**src/rtl/cfg_pkg.sv**
```systemverilog
package cfg_pkg;
  localparam int WORD_W = 32;
  localparam int SEL_W  = 3;
  localparam int NREG   = 5;
  localparam int NUM_W  = 12;
  localparam int RDIV_W = 5;
  localparam int ICP_W  = 4;
  localparam int RAW_W  = WORD_W - SEL_W;

  localparam int LO_FLD  = SEL_W;
  localparam int N_LSB   = LO_FLD + NUM_W;
  localparam int ICP_LSB = N_LSB;
  localparam int R_LSB   = ICP_LSB + ICP_W;
  localparam int HALF_B  = R_LSB + RDIV_W;
  localparam int DBL_B   = HALF_B + 1;

  typedef struct packed {
    logic              dbl;
    logic              half;
    logic [RDIV_W-1:0] rdiv;
    logic [ICP_W-1:0]  icp;
    logic [NUM_W-1:0]  modv;
    logic [NUM_W-1:0]  phase;
  } dbuf_t;
endpackage

```
**src/rtl/cfg_sync.sv**
```systemverilog
module cfg_sync #(
  parameter int W = 3
) (
  input  logic         clk_i,
  input  logic         rst_ni,
  input  logic [W-1:0] async_i,
  output logic [W-1:0] sync_o
);
  for (genvar g = 0; g < W; g++) begin : g_bit
    logic s1_q, s2_q;
    always_ff @(posedge clk_i or negedge rst_ni) begin
      if (!rst_ni) begin
        s1_q <= 1'b0;
        s2_q <= 1'b0;
      end else begin
        s1_q <= async_i[g];
        s2_q <= s1_q;
      end
    end
    assign sync_o[g] = s2_q;
  end
endmodule

```
**src/rtl/cfg_shift.sv**
```systemverilog
module cfg_shift
  import cfg_pkg::*;
(
  input  logic              clk_i,
  input  logic              rst_ni,
  input  logic              sclk_i,
  input  logic              sdat_i,
  input  logic              sld_i,
  output logic [WORD_W-1:0] word_o,
  output logic              ld_rise_o
);
  logic              sclk_prev_q, sld_prev_q;
  logic [WORD_W-1:0] sr_q, sr_d;
  logic              clk_rise;

  assign clk_rise  = sclk_i & ~sclk_prev_q;
  assign ld_rise_o = sld_i & ~sld_prev_q;

  always_comb begin
    sr_d = sr_q;
    if (clk_rise) sr_d = {sr_q[WORD_W-2:0], sdat_i};
  end

  always_ff @(posedge clk_i or negedge rst_ni) begin
    if (!rst_ni) begin
      sclk_prev_q <= 1'b0;
      sld_prev_q  <= 1'b0;
      sr_q        <= '0;
    end else begin
      sclk_prev_q <= sclk_i;
      sld_prev_q  <= sld_i;
      if (clk_rise) sr_q <= sr_d;
    end
  end

  assign word_o = sr_q;
endmodule

```
**src/rtl/cfg_bank.sv**
```systemverilog
module cfg_bank
  import cfg_pkg::*;
(
  input  logic              clk_i,
  input  logic              rst_ni,
  input  logic              ld_i,
  input  logic [WORD_W-1:0] word_i,
  output dbuf_t             act_o,
  output logic [NUM_W-1:0]  n_o,
  output logic [NUM_W-1:0]  frac_o,
  output logic [RAW_W-1:0]  cfg3_o,
  output logic [RAW_W-1:0]  cfg4_o,
  output logic              upd_o
);
  dbuf_t             stg_q, stg_d, act_q, act_d;
  logic [NUM_W-1:0]  n_q, n_d, frac_q, frac_d;
  logic [RAW_W-1:0]  c3_q, c3_d, c4_q, c4_d;
  logic              upd_q, upd_d;
  logic [SEL_W-1:0]  sel;

  assign sel = word_i[SEL_W-1:0];

  always_comb begin
    stg_d  = stg_q;
    act_d  = act_q;
    n_d    = n_q;
    frac_d = frac_q;
    c3_d   = c3_q;
    c4_d   = c4_q;
    upd_d  = 1'b0;
    if (ld_i) begin
      case (sel)
        3'd0: begin
          n_d    = word_i[N_LSB +: NUM_W];
          frac_d = word_i[LO_FLD +: NUM_W];
          act_d  = stg_q;
          upd_d  = 1'b1;
        end
        3'd1: stg_d.phase = word_i[LO_FLD +: NUM_W];
        3'd2: begin
          stg_d.dbl  = word_i[DBL_B];
          stg_d.half = word_i[HALF_B];
          stg_d.rdiv = word_i[R_LSB +: RDIV_W];
          stg_d.icp  = word_i[ICP_LSB +: ICP_W];
          stg_d.modv = word_i[LO_FLD +: NUM_W];
        end
        3'd3: begin
          c3_d  = word_i[WORD_W-1:SEL_W];
          upd_d = 1'b1;
        end
        3'd4: begin
          c4_d  = word_i[WORD_W-1:SEL_W];
          upd_d = 1'b1;
        end
        default: ;
      endcase
    end
  end

  always_ff @(posedge clk_i or negedge rst_ni) begin
    if (!rst_ni) begin
      stg_q  <= '0;
      act_q  <= '0;
      n_q    <= '0;
      frac_q <= '0;
      c3_q   <= '0;
      c4_q   <= '0;
      upd_q  <= 1'b0;
    end else begin
      upd_q <= upd_d;
      if (ld_i) begin
        stg_q  <= stg_d;
        act_q  <= act_d;
        n_q    <= n_d;
        frac_q <= frac_d;
        c3_q   <= c3_d;
        c4_q   <= c4_d;
      end
    end
  end

  assign act_o  = act_q;
  assign n_o    = n_q;
  assign frac_o = frac_q;
  assign cfg3_o = c3_q;
  assign cfg4_o = c4_q;
  assign upd_o  = upd_q;
endmodule

```
**src/rtl/serial_cfg_loader.sv**
```systemverilog
module serial_cfg_loader
  import cfg_pkg::*;
(
  input  logic              clk_i,
  input  logic              rst_ni,
  input  logic              ser_clk_i,
  input  logic              ser_dat_i,
  input  logic              ser_ld_i,
  output logic [NUM_W-1:0]  n_int_o,
  output logic [NUM_W-1:0]  frac_o,
  output logic [NUM_W-1:0]  mod_o,
  output logic [NUM_W-1:0]  phase_o,
  output logic [RDIV_W-1:0] rdiv_o,
  output logic [ICP_W-1:0]  icp_o,
  output logic              dbl_o,
  output logic              half_o,
  output logic [RAW_W-1:0]  cfg3_o,
  output logic [RAW_W-1:0]  cfg4_o,
  output logic              upd_o
);
  logic [2:0]        pins_s;
  logic [WORD_W-1:0] word_w;
  logic              ld_rise_w;
  dbuf_t             act_w;

  cfg_sync #(.W(3)) u_sync (
    .clk_i  (clk_i),
    .rst_ni (rst_ni),
    .async_i({ser_ld_i, ser_dat_i, ser_clk_i}),
    .sync_o (pins_s)
  );

  cfg_shift u_shift (
    .clk_i    (clk_i),
    .rst_ni   (rst_ni),
    .sclk_i   (pins_s[0]),
    .sdat_i   (pins_s[1]),
    .sld_i    (pins_s[2]),
    .word_o   (word_w),
    .ld_rise_o(ld_rise_w)
  );

  cfg_bank u_bank (
    .clk_i (clk_i),
    .rst_ni(rst_ni),
    .ld_i  (ld_rise_w),
    .word_i(word_w),
    .act_o (act_w),
    .n_o   (n_int_o),
    .frac_o(frac_o),
    .cfg3_o(cfg3_o),
    .cfg4_o(cfg4_o),
    .upd_o (upd_o)
  );

  assign mod_o   = act_w.modv;
  assign phase_o = act_w.phase;
  assign rdiv_o  = act_w.rdiv;
  assign icp_o   = act_w.icp;
  assign dbl_o   = act_w.dbl;
  assign half_o  = act_w.half;
endmodule

```
**config.mk**
```make
export PLATFORM = sky130hd
export DESIGN_NAME = serial_cfg_loader
export DESIGN_NICKNAME = d
export VERILOG_FILES = /design/src/rtl/cfg_pkg.sv /design/src/rtl/cfg_sync.sv /design/src/rtl/cfg_shift.sv /design/src/rtl/cfg_bank.sv /design/src/rtl/serial_cfg_loader.sv
export SDC_FILE = /design/constraint.sdc
export NUM_CORES = 1
export LEC_CHECK = 0
export CORE_MARGIN = 5
export CORE_UTILIZATION = 47
export CTS_CLUSTER_SIZE = 20
export DETAILED_ROUTE_END_ITERATION = 10
export PLACE_DENSITY = 0.78
export SYNTH_ARGS = -nofsm -noshare
export SYNTH_HDL_FRONTEND = slang
export SYNTH_SLANG_ARGS = --single-unit
export TNS_END_PERCENT = 100
```
**constraint.sdc**
```tcl
create_clock -name clk_i -period 1.6 [get_ports clk_i]
set_input_delay 0.32 -clock clk_i [delete_from_list [all_inputs] [get_ports clk_i]]
set_output_delay 0.32 -clock clk_i [all_outputs]
set_load 0.1 [all_outputs]
```
==> impl_metrics.tcl, run 1 <==
set metrics [dict create \
    run_status "finished clean" \
    drv_cap 0 \
    dr.pass1.iters 4 \
    path_depth 4 \
    dp_cells 719 \
    clock_latency_ps 430 \
    viasPerCell 5.126 \
    core.rowCount 45 \
    grt_start_max_net_pins 53 \
    cp-end-kind "flop" \
    coreArea_um2 15030 \
    vias 3860 \
    rr_worst_depth 4 \
    ys_types 18 \
    avgSynthCellArea_um2 17.52 \
    antenna_cells 0 \
    die_w_um 133.3 \
    layoutNonFillerInstCount 753 \
    cp_num_buf_inv 1 \
    postRouteAntennaNets 0 \
    antenna_found_initial 0 \
    syn-cell-area_um2 7148 \
    cp.arrival_ps 1870 \
    timing.hold.ws_ps 329.2 \
    clock-sinks 193 \
    final_common_cell "dfrtp_1" \
    grt_pass1_wl_mm 25.15 \
    place.detailed.hpwl_mm 10.59 \
    fmax_mhz 640.1 \
    period_share 0.9764 \
    synthCells 408 \
    dieArea_um2 17780 \
    first_iter_violations 164 \
    worstPathRequired_ps 1910 \
    cp_max_fo 8 \
    hold_viol 0 \
    power.density_nw_per_um2 1701 \
    root_buffer "clkbuf_16" \
    cp_cell_sequence "nor2_1, nand3_2, buf_4, mux2_2" \
    cellLeakagePower_nw 5.123 \
    grt-ovfl-total 0 \
    port_buffers 122 \
    grt_usage 0.1824 \
    yosysSeqAreaShare 0.6757 \
    final-max-slew-violation-count 0 \
    wl_per_cell_um 20.16 \
    clockBufferDepth 2 \
    crit_family "simple AND/OR/NAND/NOR gates" \
    cts_buffers 17 \
    startpoint_type "flop" \
    finalSetupTns_ps 0 \
    yosys_warnings 0 \
    grt_pass1_vias 4392 \
    slowest_stage "dfrtp_1" \
    gp_congestion 0.7367 \
    synthesis.nets 413 \
    crit_type "flop to flop" \
    setup_viol_count_final 0 \
    finalClockSkew_ps 7.665 \
    worstHoldPathCells 1 \
    finalWirelength_mm 15.18 \
    dieHeight_um 133.3 \
    area_growth_pct 47.44 \
    rsz0062_at_grt "no" \
    clkTransAtPathRegs_ps 60 \
    ctsHtreeMaxLevel 4 \
    hold_path.class "input port to flop" \
    slowest_delay_ps 430 \
    yosys_register_bits 193 \
    worstMarginPinSlew_ps 373.8 \
    power.total_w 0.01793 \
    nets 557 \
    drive_gt1_frac 0.6248 \
    drcViolationCount 0 \
    fin_crit_ps 1562 \
    utilization 0.7010 \
    cts_tree "done" \
    slew-limit-headroom 0.7508 \
    peakVddDrop_mv 0.8820 \
    initial_core_util 0.4755 \
    ios 123 \
    final_cell_mix "dfrtp_1 (193), mux2_2 (168), buf_12 (126)" \
]
==> state kept, by name (all words and copies together), names as in the netlist <==
| register | count |
|---|---|
| u_bank.act_o | 35 |
| u_bank.cfg3_o | 29 |
| u_bank.cfg4_o | 29 |
| u_bank.frac_o | 12 |
| u_bank.n_o | 12 |
| u_bank.stg_q | 35 |
| u_bank.upd_o | 1 |
| u_shift.sclk_prev_q | 1 |
| u_shift.sld_prev_q | 1 |
| u_shift.word_o | 32 |
| u_sync.g_bit.s1_q | 3 |
| u_sync.g_bit.s2_q | 3 |
==> routing by layer <==
| metal | up-vias | global-route usage | part of all wire |
|---|---|---|---|
| li1 | 1720 | - | - |
| met5 | - | 0 | 0 |
| met4 | 0 | 0.05943 | 0.013 |
| met2 | 100 | 0.2999 | 0.51 |
| met1 | 2018 | 0.2155 | 0.40 |
| met3 | 22 | 0.08157 | 0.078 |
==> worst paths after layout <==
kind	start	end	slack (ps)
setup reg to reg	u_shift.word_o[1]	u_bank.cfg4_o[13]	40
hold reg to reg	u_sync.g_bit[2].s1_q	u_sync.g_bit[2].s2_q	350
setup / recovery	u_shift.word_o[1]	u_bank.cfg4_o[13]	40
hold / removal	ser_dat_i	u_sync.g_bit[1].s1_q	330
max in group asynchronous	rst_ni	u_shift.word_o[30]	600
min in group asynchronous	rst_ni	u_bank.stg_q[6]	410
==> logic make-up after synthesis <==
logic type,count (synthesis),share of synthesized area
muxes,184,0.2951
AOI/OAI and AO/OA,1,0.001051
DFF,193,0.6757
and+or+nand+nor,11,0.01120
buffers and inverters,19,0.01698
==> worst reg2reg max path: stages, from the launching register on <==
cell and delay (ps):
dfrtp_1 430, nor2_1 310, nand3_2 190, buf_4 220, mux2_2 280
==> cell usage after synthesis <==
master / number / area, µm²
nor2_1: 2 / 7.510
dfrtp_1: 193 / 4830
and2b_1: 1 / 7.510
buf_6: 4 / 45.04
mux2_2: 168 / 1892
mux2_4: 10 / 150.1
nand3b_1: 1 / 7.510
buf_2: 13 / 65.06
buf_4: 1 / 7.510
mux2_1: 6 / 67.56
nand2_1: 1 / 3.750
nand2_2: 1 / 6.260
o21a_1: 1 / 7.510
clkbuf_1: 1 / 3.750
nor3b_4: 1 / 18.77
nand3_1: 1 / 5.000
nor2b_1: 2 / 12.51
nand3b_2: 1 / 11.26
==> layout make-up <==
| type | instances | area, µm² |
|---|---|---|
| multi-input combinational | 196 | 2216 |
| sequential | 193 | 4830 |
| tap | 188 | 235.2 |
| clock inverter | 9 | 106.4 |
| fill | 950 | 4494 |
| timing repair buffer | 144 | 2674 |
| clock buffer | 23 | 478.0 |
==> report_power, final <==
group	switching, W	internal, W	total [W]	leakage (nW)
Sequential	0.00103	0.00577	0.00680	2.61
Clock	0.00174	0.00242	0.00416	0.279
Combinational	0.00427	0.00269	0.00696	2.24
==> timing repair <==
action	4_1_cts	5_1_grt
hold buffers	1	0
buffers inserted	0	1
endpoints found under the setup margin	0	35
hold endpoints to repair	37	0
resized for setup	0	0
==> per-stage QoR <==
stage	worst slack [ps]	area, µm²
floorplan	13.36	7148
global placement	93.75	9937
detailed placement	37.60	9937
CTS	24.66	10530
global route	0.2378	10540
finish	37.80	10540
Power figures use the tool's default switching activity.
==> inputs of run 2 (changes only) <==
--- a/config.mk
+++ b/config.mk
@@ -10,6 +10,7 @@
 export CTS_CLUSTER_SIZE = 20
 export DETAILED_ROUTE_END_ITERATION = 10
 export PLACE_DENSITY = 0.78
+export SLEW_MARGIN = 5
 export SYNTH_ARGS = -nofsm -noshare
 export SYNTH_HDL_FRONTEND = slang
 export SYNTH_SLANG_ARGS = --single-unit
==> results of run 2 <==
No change in the layout: final DEF, timing and power equal those of run 1.
